### config.mk
export PLATFORM = sky130hd
export DESIGN_NAME = shift_exec_unit
export DESIGN_NICKNAME = d
export VERILOG_FILES = /design/src/rtl/shift_unit_pkg.sv /design/src/rtl/shift_decode.sv /design/src/rtl/shift_alu.sv /design/src/rtl/shift_seq.sv /design/src/rtl/shift_exec_unit.sv
export SDC_FILE = /design/constraint.sdc
export NUM_CORES = 1
export LEC_CHECK = 0
export ABC_AREA = 1
export BUFFER_PORTS_ARGS = -buffer_cell sky130_fd_sc_hd__buf_2
export CORE_AREA = 2 2 78 80
export DETAILED_ROUTE_END_ITERATION = 7
export DIE_AREA = 0 0 80 82
export PLACE_DENSITY = 0.8
export REMOVE_ABC_BUFFERS = 1
export SETUP_SLACK_MARGIN = 0.15
export SYNTH_ARGS = -nofsm -noshare
export SYNTH_HDL_FRONTEND = slang
export SYNTH_SLANG_ARGS = --single-unit
export TNS_END_PERCENT = 30
### constraint.sdc
create_clock -name clk -period 3.1 [get_ports clk]
set_clock_uncertainty 0.15 [all_clocks]
set_input_delay 0.465 -clock clk [delete_from_list [all_inputs] [get_ports clk]]
set_output_delay 0.465 -clock clk [all_outputs]
set_load 0.05 [all_outputs]
### src/rtl/shift_unit_pkg.sv
package shift_unit_pkg;
  typedef enum logic [1:0] {SK_SLA, SK_SRA, SK_SRL, SK_NONE} shift_kind_e;
  typedef enum logic [1:0] {ST_IDLE, ST_RD, ST_WR, ST_FIN} seq_state_e;
  localparam logic [2:0] SEL_MEM = 3'd6;
  localparam int FLAG_Z = 7;
  localparam int FLAG_N = 6;
  localparam int FLAG_H = 5;
  localparam int FLAG_C = 4;
endpackage

### src/rtl/shift_decode.sv
module shift_decode
  import shift_unit_pkg::*;
#(
  parameter int OPC_W = 8
) (
  input  logic [OPC_W-1:0] opcode,
  output shift_kind_e      kind,
  output logic [2:0]       sel,
  output logic             is_mem
);
  localparam int GRP_W = OPC_W - 3;

  logic [GRP_W-1:0] group;
  assign group  = opcode[OPC_W-1:3];
  assign sel    = opcode[2:0];
  assign is_mem = (opcode[2:0] == SEL_MEM);

  always_comb begin
    case (group)
      GRP_W'(4): kind = SK_SLA;
      GRP_W'(5): kind = SK_SRA;
      GRP_W'(7): kind = SK_SRL;
      default:   kind = SK_NONE;
    endcase
  end
endmodule

### src/rtl/shift_alu.sv
module shift_alu
  import shift_unit_pkg::*;
#(
  parameter int DATA_W = 8
) (
  input  shift_kind_e       kind,
  input  logic [DATA_W-1:0] operand,
  output logic [DATA_W-1:0] result,
  output logic [7:0]        flags
);
  logic carry;

  always_comb begin
    case (kind)
      SK_SLA: begin
        result = {operand[DATA_W-2:0], 1'b0};
        carry  = operand[DATA_W-1];
      end
      SK_SRA: begin
        result = {operand[DATA_W-1], operand[DATA_W-1:1]};
        carry  = operand[0];
      end
      SK_SRL: begin
        result = {1'b0, operand[DATA_W-1:1]};
        carry  = operand[0];
      end
      default: begin
        result = operand;
        carry  = 1'b0;
      end
    endcase
    flags         = '0;
    flags[FLAG_Z] = (result == '0);
    flags[FLAG_N] = 1'b0;
    flags[FLAG_H] = 1'b0;
    flags[FLAG_C] = carry;
  end
endmodule

### src/rtl/shift_seq.sv
module shift_seq
  import shift_unit_pkg::*;
(
  input  seq_state_e state_q,
  input  logic       start_i,
  input  logic       illegal,
  input  logic       is_mem,
  input  logic       mem_ready_i,
  output seq_state_e state_d,
  output logic       ctx_en,
  output logic       res_en
);
  always_comb begin
    state_d = state_q;
    ctx_en  = 1'b0;
    res_en  = 1'b0;
    case (state_q)
      ST_IDLE: begin
        if (start_i) begin
          ctx_en = 1'b1;
          if (illegal) begin
            state_d = ST_FIN;
          end else if (is_mem) begin
            state_d = ST_RD;
          end else begin
            res_en  = 1'b1;
            state_d = ST_FIN;
          end
        end
      end
      ST_RD: begin
        if (mem_ready_i) begin
          res_en  = 1'b1;
          state_d = ST_WR;
        end
      end
      ST_WR: begin
        if (mem_ready_i) state_d = ST_FIN;
      end
      default: state_d = ST_IDLE;
    endcase
  end
endmodule

### src/rtl/shift_exec_unit.sv
module shift_exec_unit
  import shift_unit_pkg::*;
#(
  parameter int DATA_W  = 8,
  parameter int CYC_REG = 8,
  parameter int CYC_MEM = 16,
  localparam int ADDR_W = 2 * DATA_W,
  localparam int CNT_W  = $clog2(CYC_MEM + 1),
  localparam int NREG   = 8
) (
  input  logic              clk,
  input  logic              rst_n,
  input  logic              start_i,
  input  logic [7:0]        opcode_i,
  input  logic [DATA_W-1:0] reg_b_i,
  input  logic [DATA_W-1:0] reg_c_i,
  input  logic [DATA_W-1:0] reg_d_i,
  input  logic [DATA_W-1:0] reg_e_i,
  input  logic [DATA_W-1:0] reg_h_i,
  input  logic [DATA_W-1:0] reg_l_i,
  input  logic [DATA_W-1:0] reg_a_i,
  input  logic [DATA_W-1:0] mem_rdata_i,
  input  logic              mem_ready_i,
  output logic              mem_req_o,
  output logic              mem_we_o,
  output logic [ADDR_W-1:0] mem_addr_o,
  output logic [DATA_W-1:0] mem_wdata_o,
  output logic              done_o,
  output logic              illegal_o,
  output logic              reg_we_o,
  output logic [2:0]        reg_sel_o,
  output logic [DATA_W-1:0] result_o,
  output logic              flag_we_o,
  output logic [7:0]        flags_o,
  output logic [CNT_W-1:0]  cycles_o
);
  logic [NREG-1:0][DATA_W-1:0] gpr;
  assign gpr = {reg_a_i, {DATA_W{1'b0}}, reg_l_i, reg_h_i,
                reg_e_i, reg_d_i, reg_c_i, reg_b_i};

  shift_kind_e dec_kind;
  logic [2:0]  dec_sel;
  logic        dec_mem;

  shift_decode #(.OPC_W(8)) u_dec (
    .opcode (opcode_i),
    .kind   (dec_kind),
    .sel    (dec_sel),
    .is_mem (dec_mem)
  );

  seq_state_e        state_q, state_d;
  shift_kind_e       kind_q;
  logic [2:0]        sel_q;
  logic              mem_q, illegal_q;
  logic [ADDR_W-1:0] addr_q;
  logic [DATA_W-1:0] res_q;
  logic [7:0]        flg_q;
  logic              ctx_en, res_en;

  shift_kind_e       alu_kind;
  logic [DATA_W-1:0] alu_in, alu_res;
  logic [7:0]        alu_flags;

  assign alu_kind = (state_q == ST_RD) ? kind_q : dec_kind;
  assign alu_in   = (state_q == ST_RD) ? mem_rdata_i : gpr[dec_sel];

  shift_alu #(.DATA_W(DATA_W)) u_alu (
    .kind    (alu_kind),
    .operand (alu_in),
    .result  (alu_res),
    .flags   (alu_flags)
  );

  shift_seq u_seq (
    .state_q     (state_q),
    .start_i     (start_i),
    .illegal     (dec_kind == SK_NONE),
    .is_mem      (dec_mem),
    .mem_ready_i (mem_ready_i),
    .state_d     (state_d),
    .ctx_en      (ctx_en),
    .res_en      (res_en)
  );

  always_ff @(posedge clk or negedge rst_n) begin
    if (!rst_n) begin
      state_q   <= ST_IDLE;
      kind_q    <= SK_NONE;
      sel_q     <= '0;
      mem_q     <= 1'b0;
      illegal_q <= 1'b0;
      addr_q    <= '0;
      res_q     <= '0;
      flg_q     <= '0;
    end else begin
      state_q <= state_d;
      if (ctx_en) begin
        kind_q    <= dec_kind;
        sel_q     <= dec_sel;
        mem_q     <= dec_mem;
        illegal_q <= (dec_kind == SK_NONE);
        addr_q    <= {reg_h_i, reg_l_i};
      end
      if (res_en) begin
        res_q <= alu_res;
        flg_q <= alu_flags;
      end
    end
  end

  assign done_o      = (state_q == ST_FIN);
  assign illegal_o   = done_o && illegal_q;
  assign reg_we_o    = done_o && !illegal_q && !mem_q;
  assign flag_we_o   = done_o && !illegal_q;
  assign reg_sel_o   = sel_q;
  assign result_o    = res_q;
  assign flags_o     = flg_q;
  assign mem_req_o   = (state_q == ST_RD) || (state_q == ST_WR);
  assign mem_we_o    = (state_q == ST_WR);
  assign mem_addr_o  = addr_q;
  assign mem_wdata_o = res_q;
  assign cycles_o    = (!done_o || illegal_q) ? '0 :
                       (mem_q ? CNT_W'(CYC_MEM) : CNT_W'(CYC_REG));
endmodule

==> reports/metrics.csv <==
stage,metric,value,unit
status,status,"complete, no violations",
routing,Via Count,2741,
floorplanning,Die Y,82,um
floorplanning,die area,6560,um2
power,P_int,1358,uW
cts,clk_lat worst skew,0.29,ns
placed_design,routability cong.,0.8829,
cts,H-Tree Depth,2,
floorplanning,IO Count,130,
timing,RSZ-0062 raised after global routing,false,
finish,Inserted Diodes,0,
timing,f_max,378.2,MHz
power,P_leak,0.001950,uW
routing,drt first pass iters,5,
routing,routed length per placed instance,11.52,um
placed_design,Post-DP HPWL,5148,um
routing,Routed Antenna Nets,0,
floorplanning,Die X,80,um
floorplanning,Core Area,5746,um2
timing,final setup violation count,0,
logic_synthesis,#FFs+latches synth,35,
timing,final hold vios,0,
cts,CTS tree,done,
cts,CTS clock-pin slew for the worst setup and hold paths,0.08,ns
grt,first-pass GRT wire length,10820,um
power,Cell Pwr Density,1017,nW/um2
logic_synthesis,sequential share of the synthesized area,0.3337,
finish,area delta synth->final,22.72,%
cts,clock sink total,35,
power,Reg power frac,0.245,
setup_path,Crit Path Class,reg2reg,
timing,Worst Max-Slew Pin Slew,0.7836,ns
finish,share of cells above drive strength 1,0.3057,
logic_synthesis,Yosys cell types,26,
worst_hold_path,Hold WC Path Type,in2async,
logic_synthesis,number of synthesis warnings,0,
grt,GRT Total Usage,0.2097,
grt,largest net degree at the start of global routing,43,
logic_synthesis,syn_area_per_cell,6.565,um2
power,worst vdd ir,0.4879,mV
cts,Root Buffer,clkbuf_8,
grt,vias in the first global route,2511,
finish,# nets final,591,
grt,Congestion Overflow GR,0,
timing,Tcrit/Tclk final,0.8530,
floorplanning,Core Rows,28,
placed_design,count of input and output buffers,120,
routing,drt via density,4.710,
timing,Slew headroom,0.4776,
finish,Filler cells,595,
timing,Slew Limit Fails,0,
cts,Clock Path Buffers,2,
logic_synthesis,Netlist Area Pre-Place,2633,um2
logic_synthesis,Synth area leader,dfrtp_1,
power,Sw Share,0.5867,
power,clock network power share,0.099,
setup_path,WP data required,3.18,ns
floorplanning,Starting Density,0.4582,
timing,Fin Setup TNS,0,ns
setup_path,"Max FO, Critical Path",10,
power,Comb power frac,0.656,
logic_synthesis,top post-synthesis cells by area,"dfrtp_1 31%, nand2_1 21%, nand3_1 7.4%",
run,# Max-Cap Violations,0,
power,P_sw,1927,uW
setup_path,Crit. End Element,register,
logic_synthesis,Yosys top cell area share,0.3137,
timing,minimum clock period,2.644,ns
cts,Num CTS Buffers,5,
setup_path,CP arrival,2.72,ns
setup_path,Worst Setup Start Kind,register,
routing,final WL,6702,um
routing,DR iter-0 viols,91,
logic_synthesis,Mapped Cells,401,
power,total power,3285,uW
grt,antenna violations before repair,0,
routing,# DRC,0,
[Yosys cell counts (all sizes together)]
| cell type | instances |
|---|---|
| ha | 9 |
| nand2 | 147 |
| o22ai | 1 |
| clkbuf | 5 |
| dfstp | 2 |
| a21boi | 1 |
| dfrtp | 33 |
| nand3 | 45 |
| or2 | 2 |
| a21oi | 10 |
| o21ai | 37 |
| a221oi | 1 |
| conb | 1 |
| nand3b | 1 |
| nor2 | 27 |
| buf | 30 |
| nor3 | 2 |
| inv | 47 |
[layer usage]
| metal | wire, um | global-route usage | vias to the layer above |
|---|---|---|---|
| li1 | - | - | 1432 |
| met5 | 0 | 0 | - |
| met2 | 3239 | 0.3667 | 108 |
| met4 | 108 | 0.09153 | 0 |
| met1 | 2850 | 0.2478 | 1191 |
| met3 | 503 | 0.04615 | 10 |
[final cells by class]
class                      count  area [um2]  area share
sequential                    35       878.3      0.2719
timing repair buffer         125       638.1      0.1975
inverter                      47       178.9     0.05538
tap                           75       93.84     0.02905
clock inverter                 3       15.01    0.004648
clock buffer                   5       68.82     0.02130
multi-input combinational    292        1358      0.4202
[registers in the layout, indices dropped and copies added, names as in the netlist]
signal / flops
kind_q: 2
mem_addr_o: 16
illegal_q: 1
mem_wdata_o: 8
flags_o: 2
mem_q: 1
state_q: 2
reg_sel_o: 3
[final timing paths]
| kind | startpoint | to | slack, ns | cells after the start |
|---|---|---|---|---|
| max | state_q[1] | flags_o[7] | 0.46 | 14 |
| min | rst_n | mem_addr_o[8] | 0.1 | 1 |
| max reg2reg | state_q[1] | flags_o[7] | 0.46 | 14 |
| min reg2reg | reg_sel_o[0] | reg_sel_o[0] | 0.33 | 2 |
| max in group asynchronous | rst_n | mem_wdata_o[3] | 2.20 | 1 |
| min in group clk | reg_h_i[1] | mem_addr_o[9] | 0.29 | 3 |
[power by group through the flow]
stage	logic [uW]	registers (uW)	clock network (uW)
4_1_cts	2160	807	333
2_1_floorplan	899	1550	0
5_1_grt	2360	831	356
3_3_place_gp	2140	805	0
3_5_place_dp	2150	814	0
6_report	2150	804	327
[cell usage in the layout (no fill, tap or decap)]
cell type	instances
nand2_1	144
buf_2	120
inv_1	41
nand3_1	39
o21ai_0	36
dfrtp_1	33
nor2_1	25
a21oi_1	10
conb_1	9
ha_1	8
nand3_2	6
inv_2	5
clkbuf_8	5
buf_4	5
nand2_2	3
clkinv_2	3
or2_2	2
nor3_1	2
nor2_2	2
dfstp_2	2
nand3b_1	1
inv_4	1
o22ai_1	1
o21ai_1	1
a221oi_1	1
a21boi_0	1
ha_2	1
[per-stage QoR]
stage | cell area, um2 | setup slack, ns | hold WS, ns | cells | utilization
final | 3231 | 0.4557 | 0.09567 | 582 | 0.5623
after global routing | 3231 | 0.1488 | 0.1690 | 582 | 0.5623
after CTS | 3226 | 0.3347 | 0.1201 | 582 | 0.5614
after detailed placement | 3142 | 0.2384 | 0.3195 | 574 | 0.5468
after global placement | 3142 | 0.3398 | 0.3113 | 574 | 0.5468
after floorplan | 2410 | -0.5719 | 0.01941 | 374 | -
[kinds of logic after synthesis]
logic type               synth area share
AND/OR/NAND/NOR                    0.3603
other                            0.001424
AO/OA/AOI/OAI                     0.09791
flip-flops                         0.3336
adder cells (fa/ha/maj)           0.04278
buffers and inverters              0.1640
[repair_timing]
action	CTS	global route
buffers inserted	0	0
resized for setup	0	2
hold buffers	0	0
setup endpoints to repair	0	4
[worst max-delay path, cell delays in order, from the launching register on]
cell and delay [ns]:
dfrtp_1 0.43, inv_1 0.11, ha_1 0.26, inv_2 0.14, o21ai_0 0.35, inv_1 0.13
ha_1 0.23, or2_2 0.29, nand2_1 0.06, nand2_1 0.06, nor2_1 0.09, nand2_1 0.06
nor2_1 0.11, nand2_1 0.06, nand2_1 0.05
Note: power is estimated with default switching activity, not from simulation.
